===== config.mk =====
export PLATFORM = sky130hd
export DESIGN_NAME = mmio_idx_bridge
export DESIGN_NICKNAME = d
export VERILOG_FILES = /design/src/rtl/mib_pkg.sv /design/src/rtl/mib_decode.sv /design/src/rtl/mib_low_pick.sv /design/src/rtl/mib_half_merge.sv /design/src/rtl/mmio_idx_bridge.sv
export SDC_FILE = /design/constraint.sdc
export NUM_CORES = 1
export LEC_CHECK = 0
export CAP_MARGIN = 20
export CORE_MARGIN = 4
export CORE_UTILIZATION = 40
export CTS_CLUSTER_DIAMETER = 150
export DETAILED_ROUTE_END_ITERATION = 7
export DONT_BUFFER_PORTS = 1
export RECOVER_POWER = 50
export SETUP_SLACK_MARGIN = 0.3
export SYNTH_ARGS = -nofsm -noshare
export SYNTH_HDL_FRONTEND = slang
export SYNTH_HIERARCHICAL = 1
export SYNTH_SLANG_ARGS = --single-unit

===== constraint.sdc =====
create_clock -name clk -period 2.8 [get_ports clk]
set_clock_uncertainty 0.1 [all_clocks]
set_input_delay 0.56 -clock clk [delete_from_list [all_inputs] [get_ports clk]]
set_output_delay 0.56 -clock clk [all_outputs]
set_load 0.03 [all_outputs]

===== src/rtl/mib_pkg.sv =====
// Shared constants and types for the flat-window bridge.
package mib_pkg;
    localparam int DATA_W = 32;
    localparam int LANES  = DATA_W / 8;
    localparam int HALF_W = 16;

    typedef enum logic [2:0] {
        ST_IDLE  = 3'd0,
        ST_PORT  = 3'd1,
        ST_INDEX = 3'd2,
        ST_RDATA = 3'd3,
        ST_WDATA = 3'd4,
        ST_DONE  = 3'd5
    } state_t;
endpackage


===== src/rtl/mib_decode.sv =====
// Window decoder: classifies a word address as port sub-window, indexed
// sub-window or unmapped. It also gives the first register index and the
// port-relative offset. Assumes both sub-window bases are word aligned.
module mib_decode #(
    parameter int unsigned WIN_AW    = 12,
    parameter int unsigned PORT_BASE = 32'h400,
    parameter int unsigned PORT_SPAN = 32,
    parameter int unsigned IDX_BASE  = 32'h500,
    parameter int unsigned IDX_COUNT = 11,
    parameter int unsigned IDX_W     = 4,
    parameter int unsigned POFF_W    = 5
) (
    input  logic              en,
    input  logic [WIN_AW-3:0] waddr,
    output logic              is_port,
    output logic              is_idx,
    output logic [1:0]        half_ok,
    output logic [IDX_W-1:0]  idx0,
    output logic [POFF_W-1:0] port_off
);
    logic [31:0] base;

    // Byte offset of the addressed word and region classification.
    always_comb begin
        base     = {22'd0, waddr, 2'b00};
        is_port  = en && (base >= PORT_BASE) && (base < PORT_BASE + PORT_SPAN);
        is_idx   = en && (base >= IDX_BASE) && (base < IDX_BASE + 2 * IDX_COUNT);
        idx0     = IDX_W'((base - IDX_BASE) >> 1);
        port_off = POFF_W'(base - PORT_BASE);
    end

    // Each halfword of the word is mapped only if its index exists.
    for (genvar h = 0; h < 2; h++) begin : g_half
        assign half_ok[h] = is_idx &&
                            (((base + 2 * h - IDX_BASE) >> 1) < IDX_COUNT);
    end
endmodule


===== src/rtl/mib_low_pick.sv =====
// Lowest-set-bit picker: position and one-hot of the lowest set bit of vec.
// Assumes nothing about vec; an all-zero vector yields position 0 and no bit.
module mib_low_pick #(
    parameter int N = 4,
    parameter int W = (N > 1) ? $clog2(N) : 1
) (
    input  logic [N-1:0] vec,
    output logic [W-1:0] pos,
    output logic [N-1:0] onehot
);
    // Scan from the top so the lowest set bit is written last.
    always_comb begin
        pos    = '0;
        onehot = '0;
        for (int i = N - 1; i >= 0; i--) begin
            if (vec[i]) begin
                pos    = W'(i);
                onehot = N'(1) << i;
            end
        end
    end
endmodule


===== src/rtl/mib_half_merge.sv =====
// Lane merger: per lane, takes new data where the strobe is set and keeps
// old data elsewhere. Used to build read-modify-write halfwords.
module mib_half_merge #(
    parameter int LANE_W = 8,
    parameter int N      = 2
) (
    input  logic [N*LANE_W-1:0] new_data,
    input  logic [N*LANE_W-1:0] old_data,
    input  logic [N-1:0]        strb,
    output logic [N*LANE_W-1:0] merged
);
    for (genvar l = 0; l < N; l++) begin : g_lane
        assign merged[l*LANE_W +: LANE_W] = strb[l] ? new_data[l*LANE_W +: LANE_W]
                                                    : old_data[l*LANE_W +: LANE_W];
    end
endmodule


===== src/rtl/mmio_idx_bridge.sv =====
// Flat register window bridge. It decodes a host word access and:
//  - in the port sub-window, issues one byte port cycle per strobed lane,
//    lowest lane first;
//  - in the indexed sub-window, for each touched halfword (lower first),
//    writes the index, then reads and/or writes the data register, with
//    read-modify-write when only one byte of the halfword is strobed;
//  - otherwise, or with the window disabled, completes at once.
// Assumes the host holds its request stable until req_ready, and the
// back-ends hold no more than one cycle outstanding each.
module mmio_idx_bridge
    import mib_pkg::*;
#(
    parameter int unsigned WIN_AW       = 12,
    parameter int unsigned PORT_BASE    = 32'h400,
    parameter int unsigned PORT_SPAN    = 32,
    parameter int unsigned PIO_AW       = 16,
    parameter int unsigned PORT_IO_BASE = 32'h3C0,
    parameter int unsigned IDX_BASE     = 32'h500,
    parameter int unsigned IDX_COUNT    = 11
) (
    input  logic              clk,
    input  logic              rst_n,
    input  logic              win_en,
    input  logic              req_valid,
    input  logic              req_write,
    input  logic [WIN_AW-3:0] req_waddr,
    input  logic [31:0]       req_wdata,
    input  logic [3:0]        req_strb,
    output logic              req_ready,
    output logic [31:0]       rsp_rdata,
    output logic              pt_req,
    output logic              pt_we,
    output logic [PIO_AW-1:0] pt_addr,
    output logic [7:0]        pt_wdata,
    input  logic              pt_ack,
    input  logic [7:0]        pt_rdata,
    output logic              rf_req,
    output logic              rf_sel,
    output logic              rf_we,
    output logic [15:0]       rf_wdata,
    input  logic              rf_ack,
    input  logic [15:0]       rf_rdata
);
    localparam int unsigned IDX_W  = $clog2(IDX_COUNT + 1);
    localparam int unsigned POFF_W = $clog2(PORT_SPAN);

    state_t              st;
    logic                we_q;
    logic [DATA_W-1:0]   wdata_q;
    logic [LANES-1:0]    strb_q;
    logic [POFF_W-1:0]   poff_q;
    logic [IDX_W-1:0]    idx0_q;
    logic [LANES-1:0]    pend_q;
    logic [1:0]          hpend_q;
    logic [DATA_W-1:0]   rd_q;
    logic [HALF_W-1:0]   rmw_q;

    logic                dec_port, dec_idx;
    logic [1:0]          dec_half_ok;
    logic [IDX_W-1:0]    dec_idx0;
    logic [POFF_W-1:0]   dec_poff;
    logic [1:0]          hp_in;
    logic [1:0]          lane;
    logic [LANES-1:0]    lane_oh;
    logic                hc;
    logic [1:0]          hc_oh;
    logic [1:0]          half_strb;
    logic [HALF_W-1:0]   half_wd;
    logic [HALF_W-1:0]   merged;
    logic [IDX_W-1:0]    cur_idx;
    logic [LANES-1:0]    pend_rest;
    logic [1:0]          hpend_rest;

    mib_decode #(
        .WIN_AW(WIN_AW), .PORT_BASE(PORT_BASE), .PORT_SPAN(PORT_SPAN),
        .IDX_BASE(IDX_BASE), .IDX_COUNT(IDX_COUNT), .IDX_W(IDX_W), .POFF_W(POFF_W)
    ) u_dec (
        .en(win_en), .waddr(req_waddr), .is_port(dec_port), .is_idx(dec_idx),
        .half_ok(dec_half_ok), .idx0(dec_idx0), .port_off(dec_poff)
    );

    mib_low_pick #(.N(LANES)) u_lane_pick (.vec(pend_q), .pos(lane), .onehot(lane_oh));
    mib_low_pick #(.N(2))     u_half_pick (.vec(hpend_q), .pos(hc), .onehot(hc_oh));

    mib_half_merge #(.LANE_W(8), .N(2)) u_merge (
        .new_data(half_wd), .old_data(rmw_q), .strb(half_strb), .merged(merged)
    );

    // Per-beat selections derived from the pending masks.
    always_comb begin
        hp_in      = dec_half_ok & {|req_strb[3:2], |req_strb[1:0]};
        half_strb  = hc ? strb_q[3:2] : strb_q[1:0];
        half_wd    = hc ? wdata_q[31:16] : wdata_q[15:0];
        cur_idx    = IDX_W'(idx0_q + IDX_W'(hc));
        pend_rest  = pend_q & ~lane_oh;
        hpend_rest = hpend_q & ~hc_oh;
    end

    // Back-end and host outputs decoded from the state.
    always_comb begin
        pt_req    = (st == ST_PORT);
        pt_we     = we_q;
        pt_addr   = PIO_AW'(PORT_IO_BASE + 32'(poff_q) + 32'(lane));
        pt_wdata  = wdata_q[32'(lane) * 8 +: 8];
        rf_req    = (st == ST_INDEX) || (st == ST_RDATA) || (st == ST_WDATA);
        rf_sel    = (st != ST_INDEX);
        rf_we     = (st != ST_RDATA);
        rf_wdata  = (st == ST_INDEX) ? 16'(cur_idx) : merged;
        req_ready = (st == ST_DONE);
        rsp_rdata = rd_q;
    end

    // Sequencer: accept, walk the beats, collect read data, complete.
    always_ff @(posedge clk) begin
        if (!rst_n) begin
            st      <= ST_IDLE;
            we_q    <= 1'b0;
            wdata_q <= '0;
            strb_q  <= '0;
            poff_q  <= '0;
            idx0_q  <= '0;
            pend_q  <= '0;
            hpend_q <= '0;
            rd_q    <= '0;
            rmw_q   <= '0;
        end else begin
            case (st)
                ST_IDLE: if (req_valid) begin
                    we_q    <= req_write;
                    wdata_q <= req_wdata;
                    strb_q  <= req_strb;
                    poff_q  <= dec_poff;
                    idx0_q  <= dec_idx0;
                    rd_q    <= '0;
                    pend_q  <= dec_port ? req_strb : '0;
                    hpend_q <= hp_in;
                    if (dec_port && (|req_strb)) st <= ST_PORT;
                    else if (|hp_in)             st <= ST_INDEX;
                    else                         st <= ST_DONE;
                end
                ST_PORT: if (pt_ack) begin
                    if (!we_q) rd_q[32'(lane) * 8 +: 8] <= pt_rdata;
                    pend_q <= pend_rest;
                    if (pend_rest == '0) st <= ST_DONE;
                end
                ST_INDEX: if (rf_ack) begin
                    st <= (we_q && (&half_strb)) ? ST_WDATA : ST_RDATA;
                end
                ST_RDATA: if (rf_ack) begin
                    if (we_q) begin
                        rmw_q <= rf_rdata;
                        st    <= ST_WDATA;
                    end else begin
                        rd_q[32'(hc) * 16 +: 16] <= rf_rdata;
                        hpend_q <= hpend_rest;
                        st      <= (hpend_rest != '0) ? ST_INDEX : ST_DONE;
                    end
                end
                ST_WDATA: if (rf_ack) begin
                    hpend_q <= hpend_rest;
                    st      <= (hpend_rest != '0) ? ST_INDEX : ST_DONE;
                end
                ST_DONE: st <= ST_IDLE;
                default: st <= ST_IDLE;
            endcase
        end
    end
endmodule


==> flow_summary.ini, run 1 <==
[clock_tree]
root_buffer = clkbuf_16
clock-sinks = 103
htreeDepth = 3
clk_pin_slew_ns = 0.07
cts_made_buffers = 9
cts_tree = done
clockBufferDepth = 2
hold_buffers = 0
insertion_delay_ns = 0.35

[global_routing]
track_usage = 0.213
grt_pass1_wl_mm = 29.6
grt_max_degree = 57
grt_overflow = 0
first_global_vias = 5131
antenna_found_initial = 0

[worst_setup_path]
crit_path_max_fanout = 4
cp_cell_sequence = nand2b_4 > a21oi_4 > ha_1 > inv_2 > fa_2 > nor2_4 > xor2_2 > buf_6
critical_path.max_stage_delay_ns = 0.39
path_buf_inv = 2
crit_path_end_kind = output port
crit_cells = 8
crit_family = adder cells
cp.required_ns = 2.14
rr_worst_depth = 6
cpMaxStageDelayCell = fa_2
start_kind = flip-flop
worstPathArrival_ns = 2.04
crit_type = flip-flop to output port

[cells_and_area]
drive_gt1_frac = 0.241
fill_cells = 1403
final_common_cell = nand2_1
fin_util = 0.470
diodes = 0
fin_nets = 815
syn2layout_area_growth_pct = 15.8
mostFrequentLayoutCells = 112 x nand2_1, 96 x dfxtp_1, 95 x a21oi_1

[yosys]
syn_area_per_cell_um2 = 8.29
synthCells = 742
synth_warnings = 6
syn-cell-area_um2 = 6150

[sta]
period_minus_slack_ns = 2.70
finalHoldViolCount = 0
fmax_mhz = 370
holdWs_ns = 0.214
slew_violations = 0
tns_ns = 0
slew_headroom = 0.340
setup_viol = 0
rsz0062_at_grt = yes
period_share = 0.964
fin_ws_ns = 0.100
tightest_slew_ns = 0.990

[place]
dp_slack_ns = 0.333
place_hpwl_mm = 13.5
gp_congestion = 0.830
portBuffers = 0

[detailed_routing]
wl_per_cell_um = 21.2
dr.pass1.iters = 5
first_iter_violations = 460
routed-via-count = 5406
ant_nets = 0
vias_per_cell = 5.88
drc = 0
wirelength_mm = 19.5

[floorplan]
die-area_um2 = 17400
die_h_um = 132
placement_rows = 45
coreArea_um2 = 15100
io_pins = 155
start_util = 0.406
die_width_um = 132

[pwr]
power.internal_mw = 2.68
pwr-share-seq = 0.422
p_sw_mw = 1.35
clkPwrFrac = 0.332
ir_drop_uv = 289
p_leak_nw = 2.42
netSwitchingFraction = 0.335
comb_power_share = 0.246
power_density_nw_per_um2 = 565

[worst_hold_path]
hold_path_class = primary input to flip-flop
hold_path_depth = 1

[flow_run]
drv_cap = 0

[outcome]
status = completed
[power by group through the flow]
| stage | clock [mW] | sequential [mW] | combinational, mW |
|---|---|---|---|
| floorplan | 0 | 1.69 | 0.845 |
| global placement | 0 | 1.72 | 0.941 |
| detailed placement | 0 | 1.72 | 0.960 |
| CTS | 1.36 | 1.69 | 0.990 |
| global route | 1.44 | 1.71 | 1.08 |
| finish | 1.34 | 1.70 | 0.991 |
[through the flow]
stage                     cell area [um2]  total power, mW  cells
after global routing                 7130             4.22    919
final                                7130             4.03    919
after floorplan                      6300             2.53    752
after detailed placement             6230             2.68    886
after CTS                            6930             4.05    917
after global placement               6230             2.66    886
[layout make-up]
class	count	area, um2	area share
repair buffers	43	444	0.0623
flip-flops and latches	103	2080	0.292
clock inverters	4	72.6	0.0102
well taps	188	235	0.0330
clock buffers	10	229	0.0321
multi-input cells	557	4010	0.563
inverters	14	52.6	0.00737
[per-layer routing]
| metal | share of wire | vias to the layer above | wire [um] | track usage |
|---|---|---|---|---|
| met4 | 0.018 | 0 | 350 | 0.0659 |
| met5 | 0 | - | 0 | 0 |
| met1 | 0.41 | 2601 | 8080 | 0.270 |
| met3 | 0.10 | 23 | 1990 | 0.0859 |
| met2 | 0.47 | 227 | 9080 | 0.334 |
| li1 | - | 2555 | - | - |
[repair_timing]
action / in CTS / in global routing
pin swaps: 11 / 16
gates resized for setup: 59 / 39
buffers inserted: 15 / 2
cloned: 2 / 0
endpoints found under the setup margin: 30 / 55
hold endpoints to repair: 0 / 0
[registers in the layout, summed over array words and instances (netlist names), 3 cells and up]
register / cells
rmw_q: 16
poff_q: 5
strb_q: 4
idx0_q: 4
wdata_q: 32
pend_q: 4
rsp_rdata: 32
st: 3
[final timing paths]
kind | slack, ns | start | to
worst min register to register | 0.37 | poff_q[0] | poff_q[0]
worst max-delay path | 0.10 | pend_q[2] | pt_addr[4]
worst min-delay path | 0.21 | rf_ack | st[1]
worst max register to register | 0.25 | st[0] | wdata_q[29]
Power figures use the tool's default switching activity.
==> run 2: changes to the inputs <==
==> constraint.sdc (replaced) <==
create_clock -name clk -period 2.4 [get_ports clk]
set_clock_uncertainty 0.1 [all_clocks]
set_input_delay 0.12 -clock clk [delete_from_list [all_inputs] [get_ports clk]]
set_output_delay 0.12 -clock clk [all_outputs]
set_load 0.03 [all_outputs]
==> flow_summary.ini, run 2 (synthesized netlist as in run 1, its figures left out) <==
[outcome]
status = completed

[pwr]
total_power_mw = 4.78
power_density_nw_per_um2 = 605
ir_drop_uv = 343
p_leak_nw = 2.75

[sta]
tightest_slew_ns = 0.867
slew_violations = 0
period_minus_slack_ns = 2.26
setup_viol = 0
finalHoldViolCount = 0
fmax_mhz = 443
period_share = 0.941
rsz0062_at_grt = yes
tns_ns = 0
slew_headroom = 0.422

[cells_and_area]
fill_cells = 1344
final_common_cell = nand2_1
syn2layout_area_growth_pct = 28.3
drive_gt1_frac = 0.247
stdcell_area_um2 = 7890
diodes = 0
mostFrequentLayoutCells = 112 x nand2_1, 96 x dfxtp_1, 93 x a21oi_1
fin_nets = 885

[global_routing]
grt_pass1_wl_mm = 31.0
track_usage = 0.221
first_global_vias = 5513
grt_overflow = 0
antenna_found_initial = 0
grt_max_degree = 66

[floorplan]
die_h_um = 132
die-area_um2 = 17400
coreArea_um2 = 15100
die_width_um = 132
start_util = 0.406
placement_rows = 45
io_pins = 155

[place]
placed_cell_area_um2 = 6370
place_hpwl_mm = 13.6
gp_congestion = 0.847
portBuffers = 0

[detailed_routing]
routed-via-count = 5705
vias_per_cell = 5.76
wl_per_cell_um = 20.1
first_iter_violations = 506
dr.pass1.iters = 6
wirelength_mm = 19.9
ant_nets = 0
drc = 0

[clock_tree]
cts_made_buffers = 9
cts_tree = done
clock-sinks = 103
insertion_delay_ns = 0.35
htreeDepth = 3
clockBufferDepth = 2
clk_pin_slew_ns = 0.07
root_buffer = clkbuf_16

[worst_setup_path]
worstPathArrival_ns = 2.45
start_kind = flip-flop
cp.required_ns = 2.59
crit_path_end_kind = flip-flop
reg2reg_slack_ns = 0.14
crit_type = flip-flop to flip-flop
crit_path_max_fanout = 8

[flow_run]
drv_cap = 0

[worst_hold_path]
hold_path_class = primary input to flip-flop
run 2: final cells by class:
| type | instances | area, um2 | share of cell area |
|---|---|---|---|
| Clock buffer | 13 | 270 | 0.0342 |
| Clock inverter | 3 | 40.0 | 0.00507 |
| Inverter | 14 | 63.8 | 0.00808 |
| Multi-Input combinational cell | 557 | 4080 | 0.517 |
| Sequential cell | 103 | 2080 | 0.263 |
| Tap cell | 188 | 235 | 0.0298 |
| Timing Repair Buffer | 113 | 1120 | 0.142 |
run 2: through the flow:
step            util  hold slack, ns  setup slack (ns)  std cells
6_report       0.521          0.0135             0.141        991
5_1_grt        0.521          0.0155            0.0511        991
4_1_cts        0.503         0.00146            0.0874        983
3_5_place_dp   0.421           0.144            0.0796        890
3_3_place_gp   0.421           0.142             0.126        890
2_1_floorplan      -           0.139             0.260        752
run 2: timing repair:
item,4_1_cts,5_1_grt
hold endpoints to repair,76,0
buffers inserted,18,7
hold buffers,58,0
gates cloned,1,1
setup endpoints to repair,59,69
resized for setup,52,42
pin swaps,14,29
run 2: path summary, 6_finish.rpt:
kind                                  start             to  cells past startpoint
worst min register to register  wdata_q[19]    wdata_q[19]                      2
worst min-delay path            req_strb[3]     hpend_q[1]                      3
worst max-delay path              pend_q[3]  rsp_rdata[23]                     11
worst max register to register    pend_q[3]  rsp_rdata[23]                     11
run 2: critical path: stages, from the launching register on:
cell	delay, ns
dfxtp_4	0.37
nor2_2	0.05
nor3_2	0.19
buf_4	0.18
inv_6	0.05
ha_4	0.30
nor4bb_4	0.30
buf_6	0.18
a221oi_1	0.09
a211oi_1	0.23
a21oi_1	0.07
nor2_1	0.09
run 2: power by group:
| part | total, mW | internal [mW] | switching, mW |
|---|---|---|---|
| Combinational | 1.23 | 0.458 | 0.767 |
| Clock | 1.54 | 0.892 | 0.651 |
| Sequential | 2.01 | 1.84 | 0.171 |
| Total | 4.78 | 3.19 | 1.59 |
run 2: metal layers:
| layer | part of all wire | GRT usage | wire length [um] |
|---|---|---|---|
| met5 | 0 | 0 | 0 |
| met4 | 0.016 | 0.0729 | 327 |
| met3 | 0.093 | 0.0664 | 1850 |
| met2 | 0.48 | 0.361 | 9520 |
| met1 | 0.41 | 0.279 | 8240 |
